===== config.mk =====
export PLATFORM = sky130hd
export DESIGN_NAME = spi_wp_guard
export DESIGN_NICKNAME = d
export VERILOG_FILES = /design/src/rtl/mguard_pkg.sv /design/src/rtl/mguard_volatile.sv /design/src/rtl/mguard_nvbits.sv /design/src/rtl/mguard_permit.sv /design/src/rtl/spi_wp_guard.sv
export SDC_FILE = /design/constraint.sdc
export NUM_CORES = 1
export LEC_CHECK = 0
export BUFFER_PORTS_ARGS = -buffer_cell sky130_fd_sc_hd__buf_2
export CORE_AREA = 3 3 40 42
export DETAILED_ROUTE_END_ITERATION = 10
export DIE_AREA = 0 0 43 45
export PLACE_DENSITY_LB_ADDON = 0.15
export SYNTH_ARGS = -nofsm -noshare
export SYNTH_HDL_FRONTEND = slang
export SYNTH_HIERARCHICAL = 1
export SYNTH_SLANG_ARGS = --single-unit

===== constraint.sdc =====
create_clock -name clk -period 2.1 [get_ports clk]
set_clock_uncertainty 0.15 [all_clocks]
set_input_delay 0.315 -clock clk [delete_from_list [all_inputs] [get_ports clk]]
set_output_delay 0.315 -clock clk [all_outputs]
set_load 0.05 [all_outputs]

===== src/rtl/mguard_pkg.sv =====
package mguard_pkg;

    localparam int STAT_W = 8;

    typedef struct packed {
        logic       wpen;
        logic [1:0] lock;
    } nv_bits_t;

    typedef struct packed {
        logic     valid;
        nv_bits_t bits;
    } nv_pend_t;

    // returns 1 when the address falls in the region the lock code covers
    function automatic logic lock_hit(input logic [1:0] lock, input logic [1:0] top2);
        logic hit;
        case (lock)
            2'b00:   hit = 1'b0;
            2'b01:   hit = (top2 == 2'b11);
            2'b10:   hit = top2[1];
            default: hit = 1'b1;
        endcase
        return hit;
    endfunction

    function automatic logic [STAT_W-1:0] pack_status(input nv_bits_t nv, input logic flag,
                                                      input logic wel, input logic busy);
        return {nv.wpen, flag, 2'b11, nv.lock, wel, busy};
    endfunction

endpackage


===== src/rtl/mguard_volatile.sv =====
module mguard_volatile (
    input  logic clk,
    input  logic por,
    input  logic soft_rst,
    input  logic cmd_wren,
    input  logic cmd_wrdi,
    input  logic cmd_sflb,
    input  logic commit,
    output logic wel,
    output logic flag
);
    always_ff @(posedge clk) begin
        if (por || soft_rst) begin
            wel  <= 1'b0;
            flag <= 1'b0;
        end else begin
            if (cmd_wrdi || commit)
                wel <= 1'b0;
            else if (cmd_wren)
                wel <= 1'b1;

            if (cmd_wrdi)
                flag <= 1'b0;
            else if (cmd_sflb)
                flag <= 1'b1;
        end
    end
endmodule


===== src/rtl/mguard_nvbits.sv =====
module mguard_nvbits
    import mguard_pkg::*;
(
    input  logic        clk,
    input  logic        por,
    input  logic        soft_rst,
    input  logic        cmd_wrsr,
    input  logic [7:0]  wrsr_data,
    input  logic        sr_ok,
    input  logic        wr_busy,
    output logic        commit,
    output nv_bits_t    nv
);
    nv_pend_t pend;
    logic     busy_q;
    logic     unused_data_bits;

    assign unused_data_bits = ^{wrsr_data[6:4], wrsr_data[1:0]};
    assign commit = busy_q && !wr_busy;

    always_ff @(posedge clk) begin
        if (por) begin
            nv     <= '0;
            pend   <= '0;
            busy_q <= 1'b0;
        end else begin
            busy_q <= wr_busy;
            if (soft_rst) begin
                pend.valid <= 1'b0;
            end else begin
                if (commit && pend.valid) begin
                    nv         <= pend.bits;
                    pend.valid <= 1'b0;
                end
                if (cmd_wrsr && sr_ok) begin
                    pend.valid     <= 1'b1;
                    pend.bits.wpen <= wrsr_data[7];
                    pend.bits.lock <= wrsr_data[3:2];
                end
            end
        end
    end
endmodule


===== src/rtl/mguard_permit.sv =====
module mguard_permit
    import mguard_pkg::*;
#(
    parameter int ADDR_W = 12
) (
    input  nv_bits_t          nv,
    input  logic              wel,
    input  logic              prot_n,
    input  logic [ADDR_W-1:0] arr_addr,
    output logic              arr_ok,
    output logic              sr_ok
);
    localparam int TOP = ADDR_W - 1;

    logic locked;
    assign locked = lock_hit(nv.lock, arr_addr[TOP -: 2]);
    assign arr_ok = wel && !locked;
    assign sr_ok  = wel && !(nv.wpen && !prot_n);
endmodule


===== src/rtl/spi_wp_guard.sv =====
module spi_wp_guard
    import mguard_pkg::*;
#(
    parameter int ADDR_W = 12
) (
    input  logic              clk,
    input  logic              por,
    input  logic              soft_rst,
    input  logic              cmd_wren,
    input  logic              cmd_wrdi,
    input  logic              cmd_sflb,
    input  logic              cmd_wrsr,
    input  logic [7:0]        wrsr_data,
    input  logic              prot_n,
    input  logic [ADDR_W-1:0] arr_addr,
    input  logic              wr_busy,
    output logic [7:0]        status_byte,
    output logic              arr_wr_ok,
    output logic              sr_wr_ok
);
    nv_bits_t nv;
    logic     commit;
    logic     wel;
    logic     flag;

    mguard_volatile u_vol (
        .clk(clk), .por(por), .soft_rst(soft_rst),
        .cmd_wren(cmd_wren), .cmd_wrdi(cmd_wrdi), .cmd_sflb(cmd_sflb),
        .commit(commit), .wel(wel), .flag(flag)
    );

    mguard_nvbits u_nv (
        .clk(clk), .por(por), .soft_rst(soft_rst),
        .cmd_wrsr(cmd_wrsr), .wrsr_data(wrsr_data), .sr_ok(sr_wr_ok),
        .wr_busy(wr_busy), .commit(commit), .nv(nv)
    );

    mguard_permit #(.ADDR_W(ADDR_W)) u_perm (
        .nv(nv), .wel(wel), .prot_n(prot_n), .arr_addr(arr_addr),
        .arr_ok(arr_wr_ok), .sr_ok(sr_wr_ok)
    );

    assign status_byte = pack_status(nv, flag, wel, wr_busy);
endmodule


== Word level (Yosys, flattened, before mapping) ==
Cells that the tools add are included.

* Output and inout bits: 10
* Flip-flop bits (word level): 10
* Word-level logic and storage cells: 34

* Mux-type cells: 3
* Equality and inequality tests: 3
* Reduce and logical (&&, ||, !) cells: 19
* Bitwise logic cells: 1

{| class="wikitable"
|+ Operators with widths
! operator !! number
|-
| 1-bit logical AND || 6
|-
| 2-bit OR reduction || 3
|-
| 2-bit equality test (second input constant) || 2
|-
| 1-bit zero test || 4
|-
| 4-bit two-way mux || 1
|-
| 2-bit AND reduction || 2
|-
| 1-bit one-hot mux with 3 select lines || 1
|-
| 2-bit by 1-bit equality test with 1-bit output (second input constant) || 1
|-
| 2-bit zero test || 1
|-
| 1-bit logical OR || 2
|-
| 2-bit nonzero test || 1
|-
| 1-bit two-way mux || 1
|-
| 1-bit NOT || 1
|}

== Depth between registers and ports, before layout ==
Gate-level depths: netlist (run 1).

* Word-level depth: 6
* Depth in mapped cells: 5
* Mapped depth without buffers: 5

== Cells and area by module ==
Netlist (run 1), hierarchy kept.

{| class="wikitable"
|+ Modules (own cells, without submodules)
! module !! instances !! cells an instance !! area each (um^2)
|-
| mguard_nvbits || 1 || 28 || 296.5
|-
| mguard_volatile || 1 || 6 || 76.3
|-
| spi_wp_guard || 1 || 6 || 41.3
|-
| mguard_permit || 1 || 5 || 27.5
|}

== Worst setup path before layout (run 1) ==
Ideal clock, no wire load.

* Kind: register to register
* Start: register u_nv/nv[2] (netlist name)
* End: register u_nv/pend[0] in the netlist's numbering
* Path slack: -595 ps
* Buffers on the path: 0
* Clock period less this slack: 2695 ps
* Data required time: 1826 ps
* Data arrival time: 2421 ps
* Stages on the path, launching flop included: 5
* Cell sequence: dfxtp_1 -> a21boi_0 -> nand3b_1 -> mux2i_1 -> nor2_1

* Word-level cells in the longest chain between the ends: 5

{| class="wikitable"
|+ Ends and longest elaborated chain
! item !! RTL line !! RTL
|-
| 1-bit logical AND || mguard_permit.sv:18 || <nowiki>assign sr_ok = wel && !(nv.wpen && !prot_n);</nowiki>
|-
| 1-bit zero test || mguard_permit.sv:18 ||
|-
| 1-bit logical AND || mguard_permit.sv:18 ||
|-
| net sr_wr_ok || spi_wp_guard.sv:19 || <nowiki>output logic sr_wr_ok</nowiki>
|-
| 1-bit logical AND || mguard_nvbits.sv:35 || <nowiki>if (cmd_wrsr && sr_ok) begin</nowiki>
|-
| 2-bit AND reduction (no source line) || -- ||
|-
| to (decl) || mguard_nvbits.sv:14 || <nowiki>nv_pend_t pend;</nowiki>
|}

The timed path passes the listed nets, and every way through them passes these cells.
A chain may end at the register's enable or synchronous reset.

== Worst setup path in the final report (run 1) ==
* Start: register u_vol.wel
* End: output port sr_wr_ok

* Word-level cells in the longest chain between the ends: 1

{| class="wikitable"
|+ Ends and longest elaborated chain
! item !! RTL line !! RTL
|-
| from (decl) || mguard_volatile.sv:9 || <nowiki>output logic wel,</nowiki>
|-
| from (signal assigned) || mguard_volatile.sv:14 || <nowiki>wel <= 1'b0;</nowiki>
|-
| from (signal assigned) || mguard_volatile.sv:18 || <nowiki>wel <= 1'b0;</nowiki>
|-
| from (signal assigned) || mguard_volatile.sv:20 || <nowiki>wel <= 1'b1;</nowiki>
|-
| 1-bit logical AND || mguard_permit.sv:18 ||
|-
| to (decl) || spi_wp_guard.sv:19 ||
|}

No other way between the ends.

==> impl_metrics.toml, run 1 <==
[detailed_routing]
wl_met3_um = 70
highest_layer = "met4"
drt-total-wl_um = 821
routed_via_density = 4.39
vias = 351
ant_nets = 0
drt_iter0_drc = 4
wl_met2_um = 380
wl_met1_um = 366
drc_errors = 0
drtPass1Iterations = 2
wl_per_cell_um = 10.3

[worst_setup_path]
worstRegToRegCells = 4
crit_type = "reg -> out"
timing.rr.start = "u_vol/wel$_SDFFE_PP0P_"
cpMaxStageDelayCell = "dfxtp_1"
worst_ep_required_time_ps = 1630
cp.arrival_ps = 1120
cp_max_fo = 4
reg2reg_to = "u_nv/pend[1]$_SDFFE_PP0P_"
worstPathCellList = "a21boi_2 -> buf_2"
cp-end-kind = "output pin"
startpoint_type = "flop"
regToRegSetupSlack_ps = 810
cpPeakStageDelay_ps = 360

[synth]
yosys.area.top_type = "dfxtp_1"
synth_seq_area_share_pct = 45.3
ys_types = 18
yosysTopAreaCellShare_pct = 45.3
syn_area_per_cell_um2 = 9.81
syn-instance-count = 45
syn_area_um2 = 442
ys_top_cells_by_area = "dfxtp_1, mux2i_1, buf_4"
synth-warning-count = 6
synth-seq-cells = 10

[cts]
htreeDepth = 1
insertion_delay_ps = 260
cts_tree = "done"
clk_pin_slew_ps = 70
cts_buffers = 3
hold_buffers = 0
cts_root_buf = "clkbuf_4"
clock-sinks = 10
postCtsSetupBuffers = 0
cts-resized-gates = 0
cts_buffer_depth = 2

[finish]
final_common_cell = "buf_2"
final_util_pct = 44.2
regArea_um2 = 200
fin_nets = 95
nFillCells = 134
n_antenna_cell = 0
syn2layout_area_growth_pct = 28.6
stdcell_area_um2 = 568
layout_common_cells = "buf_2, dfxtp_1, nor2_1"
drive_gt1_share_pct = 44.6
multi_input_area_um2 = 200

[placed_design]
port_buffers = 21
gp_congestion = 0.685
hpwl_um = 662
dpl-instance-area_um2 = 532
dp_slack_ps = 721

[sta]
setup_viol = 0
setup_slack_ps = 513
fmax_ghz = 0.630
final.setup.tns_ps = 0
rsz0062_at_grt = "false"
slew_viol_final = 0
hold_viol = 0
fin_crit_sh_pct = 75.6
period_needed_ps = 1590

[power]
leakage_nw = 0.281
power.total_mw = 0.410
powerDensity_mw_per_mm2 = 723
pwr-share-clk_pct = 41.0
switching_share_pct = 23.6
power.net_switching_mw = 0.0969
p_seq_share_pct = 47.2
intPower_mw = 0.314
ir_worst_vdd_mv = 0.281
comb_power_share_pct = 11.8

[die]
io_pins = 39
core_area_mm2 = 0.00128
die_width_um = 43
start_util_pct = 34.4
num_rows = 13
die-area_mm2 = 0.00194
die_y_um = 45

[run]
cap_violations = 0

[min_path]
hp-class = "in -> reg"
hp-start = "cmd_wrdi"
whs_endpoint = "u_vol/flag$_SDFFE_PP0P_"
min_path_cells = 2

[outcome]
status = "finished clean"

[grt]
track_usage_pct = 9.18
grt_max_degree = 11
grt_pass1_vias = 298
gr-total-overflow = 0
grt_pass1_wl_um = 1280
antenna_found_initial = 0
metrics by stage:
| stage | std cells | hold WS [ps] |
|---|---|---|
| floorplan | 46 | 235 |
| global placement | 76 | 326 |
| detailed placement | 76 | 335 |
| CTS | 80 | 83.9 |
| global route | 80 | 78.9 |
| finish | 80 | 93.2 |
sequential cells by signal (all words and copies together), names as in the netlist:
signal,count
u_nv/busy_q,1
u_nv/nv,3
u_nv/pend,4
u_vol/flag,1
u_vol/wel,1
power by group through the flow:
stage,sequential (mW),combinational [mW],clock (mW)
final,0.194,0.0486,0.168
after global routing,0.194,0.0518,0.188
after CTS,0.194,0.0489,0.176
after detailed placement,0.198,0.0489,0
after global placement,0.198,0.0491,0
after floorplan,0.198,0.0357,0
cells in the mapped netlist:
cell type / n
and4bb_2: 1
clkbuf_1: 1
nor2b_1: 2
a21boi_0: 1
inv_1: 2
nor2_1: 7
nand3_1: 1
mux2i_1: 6
dfxtp_1: 10
o21ai_1: 1
and3_1: 1
a2bb2oi_1: 1
nor4_2: 2
o21bai_1: 1
buf_4: 5
nor3_1: 1
conb_1: 1
nand3b_1: 1
cell type report:
type,instances,area share (%)
well taps,15,3.30
inverters,2,1.32
clock buffers,4,6.39
repair buffers,21,18.5
multi-input cells,28,35.2
flip-flops and latches,10,35.2
worst max-delay path, delay by kind of cell, from the launching register on:
kind | cells | cell delay [ps]
AOI/OAI and AO/OA | 1 | 210
buffers and inverters | 1 | 280
DFF | 1 | 360
layer usage:
layer | up-vias | global-route usage, %
met4 | 0 | 5.42
met1 | 152 | 11.2
met2 | 12 | 12.9
li1 | 185 | -
met5 | - | 0
met3 | 2 | 4.78
worst max-delay path by stage:
stage | startpoint | endpoint | slack, ps | cells after the start
finish | u_vol/wel$_SDFFE_PP0P_ | sr_wr_ok | 510 | 2
global route | u_vol/wel$_SDFFE_PP0P_ | sr_wr_ok | 430 | 2
global placement | arr_addr[11] | arr_wr_ok | 720 | 4
floorplan | u_nv/nv[2]$_SDFFE_PP0P_ | u_nv/pend[0]$_SDFFE_PP0P_ | 230 | 4
CTS | u_vol/wel$_SDFFE_PP0P_ | sr_wr_ok | 490 | 2
detailed placement | arr_addr[11] | arr_wr_ok | 720 | 4
logic make-up after synthesis:
logic type      share of synthesized area [%]
simple gates                             22.7
flops                                    45.3
buf+inv                                  11.0
mux                                      13.6
compound gates                           6.52
other cells                             0.849
(Power assumes the default switching activity.)
==> run 2, diff against run 1 <==
--- a/config.mk
+++ b/config.mk
@@ -5,10 +5,11 @@
 export SDC_FILE = /design/constraint.sdc
 export NUM_CORES = 1
 export LEC_CHECK = 0
+export ABC_AREA = 1
 export BUFFER_PORTS_ARGS = -buffer_cell sky130_fd_sc_hd__buf_2
-export CORE_AREA = 3 3 40 42
+export CORE_AREA = 3 3 43 45
 export DETAILED_ROUTE_END_ITERATION = 10
-export DIE_AREA = 0 0 43 45
+export DIE_AREA = 0 0 46 48
 export PLACE_DENSITY_LB_ADDON = 0.15
 export SYNTH_ARGS = -nofsm -noshare
 export SYNTH_HDL_FRONTEND = slang
==> constraint.sdc (replaced) <==
create_clock -name clk -period 1.4 [get_ports clk]
set_clock_uncertainty 0.15 [all_clocks]
set_input_delay 0.21 -clock clk [delete_from_list [all_inputs] [get_ports clk]]
set_output_delay 0.21 -clock clk [all_outputs]
set_load 0.05 [all_outputs]
==> run 2 against run 1 <==
  * Hold slack worse by 76 ps
  * Sequential share of layout area fell by 4.4 points
  * Sequential cell count unchanged
  * Area after synthesis increased by 13%
  * Synthesized cell count increased by 62%
  * Final area increased by 17%
  * Global-route usage is 0.077 points lower
  * Clock-buffer cell count is the same
  * Setup slack worse by 470 ps
  * Die area rose by 14%
  * Utilization is essentially flat
  * Final cell count grew 38%
  * Critical path type unchanged
==> impl_metrics.toml, run 2 <==
[die]
io_pins = 39
start_util_pct = 33.1
die-area_mm2 = 0.00221
die_y_um = 48
num_rows = 14
die_width_um = 46
core_area_mm2 = 0.00151

[detailed_routing]
wl_per_cell_um = 8.00
drtPass1Iterations = 2
drt_iter0_drc = 5
drt-total-wl_um = 880
vias = 449
ant_nets = 0
drc_errors = 0
routed_via_density = 4.08

[sta]
fmax_ghz = 0.738
fin_crit_sh_pct = 96.8
hold_viol = 0
final.setup.tns_ps = 0
setup_viol = 0
setup_slack_ps = 45.5
whs_ps = 17.1
rsz0062_at_grt = "true"
period_needed_ps = 1350
slew_viol_final = 0

[power]
leakage_nw = 0.311
ir_worst_vdd_mv = 0.412
powerDensity_mw_per_mm2 = 875

[min_path]
hp-class = "in -> reg"
min_path_cells = 2
whs_endpoint = "u_nv/pend[3]$_SDFFE_PP0P_"
hp-start = "por"

[worst_setup_path]
startpoint_type = "flop"
cp.depth = 4
worstPathCellList = "nor2_2 -> nor2_2 -> nor2_4 -> buf_8"
worstRegToRegCells = 6
crit_type = "reg -> out"
cp_max_fo = 4
path_buf_inv = 1
crit_family = "flip-flops"
cp-end-kind = "output pin"
cp.arrival_ps = 990
cpMaxStageDelayCell = "dfxtp_2"
regToRegSetupSlack_ps = 150
cpPeakStageDelay_ps = 340
cpMostUsedCell = "nor2_2"
reg2reg_to = "u_nv/pend[2]$_SDFFE_PP0P_"
timing.rr.start = "u_vol/wel$_SDFFE_PP0P_"
worst_ep_required_time_ps = 1040

[grt]
top_usage_layer = "met2"
track_usage_pct = 9.10
met1_usage_pct = 10.7
antenna_found_initial = 0
grt_pass1_wl_um = 1390
gr-total-overflow = 0
grt_pass1_vias = 340
grt_max_degree = 7
use_met2_pct = 13.5
global_route.usage.met3_pct = 2.26

[cts]
insertion_delay_ps = 260
hold_buffers = 0
cts_buffers = 3
clock-sinks = 10
cts_tree = "done"
htreeDepth = 1
cts_root_buf = "clkbuf_4"
cts_buffer_depth = 2
clk_pin_slew_ps = 70

[synth]
synth-seq-cells = 10
yosysTopAreaCellShare_pct = 40.2
synth.most_common_cell = "nor2_1"
synth-warning-count = 6
synth_common_cells = "nor2_1, dfxtp_1, inv_1, nand2_1, buf_4"
synthXorXnorAreaFrac_pct = 0
muxShareOfSynthArea_pct = 0
syn_area_um2 = 498
synth_edf_count = 0
synthArstFlopShare_pct = 0
syn-instance-count = 73
synth_fa_ha_area_share_pct = 0
ys_types = 14
synth_top_family_by_area = "simple AND/OR/NAND/NOR gates"
yosys.area.top_type = "dfxtp_1"
synth_seq_area_share_pct = 40.2
syn_area_per_cell_um2 = 6.82
synth-main-ff-cell = "dfxtp_1"
synth_compound_area_share_pct = 6.28
ys_top_cells_by_area = "dfxtp_1, nor2_1, buf_4"
synthSimpleGateAreaFrac_pct = 36.2

[run]
cap_violations = 0

[finish]
top_regs = "u_nv/pend (4), u_nv/nv (3)"
drive_gt1_share_pct = 41.5
regArea_um2 = 205
final_common_cell = "buf_2"
syn2layout_area_growth_pct = 33.7
multi_input_area_um2 = 248
regMostFlops = "u_nv/pend"
fin_nets = 124
layout_common_cells = "buf_2, nor2_1, inv_1"
final_cell_count_no_fill = 110
largest_register_ffs = 4
n_antenna_cell = 0
nFillCells = 177

[placed_design]
port_buffers = 21
gp_congestion = 0.651
place_inst = 106
dp_slack_ps = 128
hpwl_um = 704

[outcome]
status = "finished clean"
[run 2: how the worst max path moves through the flow]
stage | start | endpoint | slack [ps]
after detailed placement | u_vol/wel$_SDFFE_PP0P_ | u_nv/pend[1]$_SDFFE_PP0P_ | 130
after global placement | u_vol/wel$_SDFFE_PP0P_ | u_nv/pend[0]$_SDFFE_PP0P_ | 130
final | u_nv/nv[0]$_SDFFE_PP0P_ | arr_wr_ok | 50
after CTS | u_vol/wel$_SDFFE_PP0P_ | sr_wr_ok | 7
after global routing | u_nv/nv[0]$_SDFFE_PP0P_ | arr_wr_ok | -10
after floorplan | u_nv/nv[2]$_SDFFE_PP0P_ | u_nv/pend[0]$_SDFFE_PP0P_ | -60
[run 2: what timing repair did]
action | CTS | global route
pin swaps | 1 | 1
setup buffers | 0 | 0
endpoints found under the setup margin | 2 | 4
gates resized for setup | 6 | 3
[run 2: per-layer routing]
| metal | share of wire, % | vias up |
|---|---|---|
| met5 | 0 | - |
| met4 | 1.1 | 0 |
| met3 | 9.1 | 2 |
| met2 | 43 | 16 |
| met1 | 47 | 180 |
| li1 | - | 251 |
[run 2: cells by family (layout without fill, tap and decap cells)]
family / Yosys count / after routing
buffers and inverters: 17 / 37
and+or+nand+nor: 40 / 40
other: 1 / 2
DFF: 10 / 10
AOI/OAI and AO/OA: 5 / 5
[run 2: final cells by class]
cell class              count  share of cell area, %
clock buffers               4                   3.95
repair buffers             21                   18.2
flip-flops and latches     10                   30.8
well taps                  16                   3.01
multi-input cells          47                   37.2
inverters                  12                   6.77
[run 2: through the flow]
step,utilization [%],cell area (µm²),total power [mW]
after floorplan,-,524,0.358
after CTS,43.4,653,0.594
after global routing,44.2,666,0.614
after detailed placement,40.6,612,0.380
final,44.2,666,0.582
after global placement,40.6,612,0.379
[run 2: where the power goes]
group	internal [mW]	switching [mW]	total [mW]	leakage (nW)
sequential	0.287	0.00264	0.290	0.0824
clock	0.110	0.0944	0.204	0.0150
combinational	0.0294	0.0588	0.0882	0.214
total	0.426	0.156	0.582	0.311
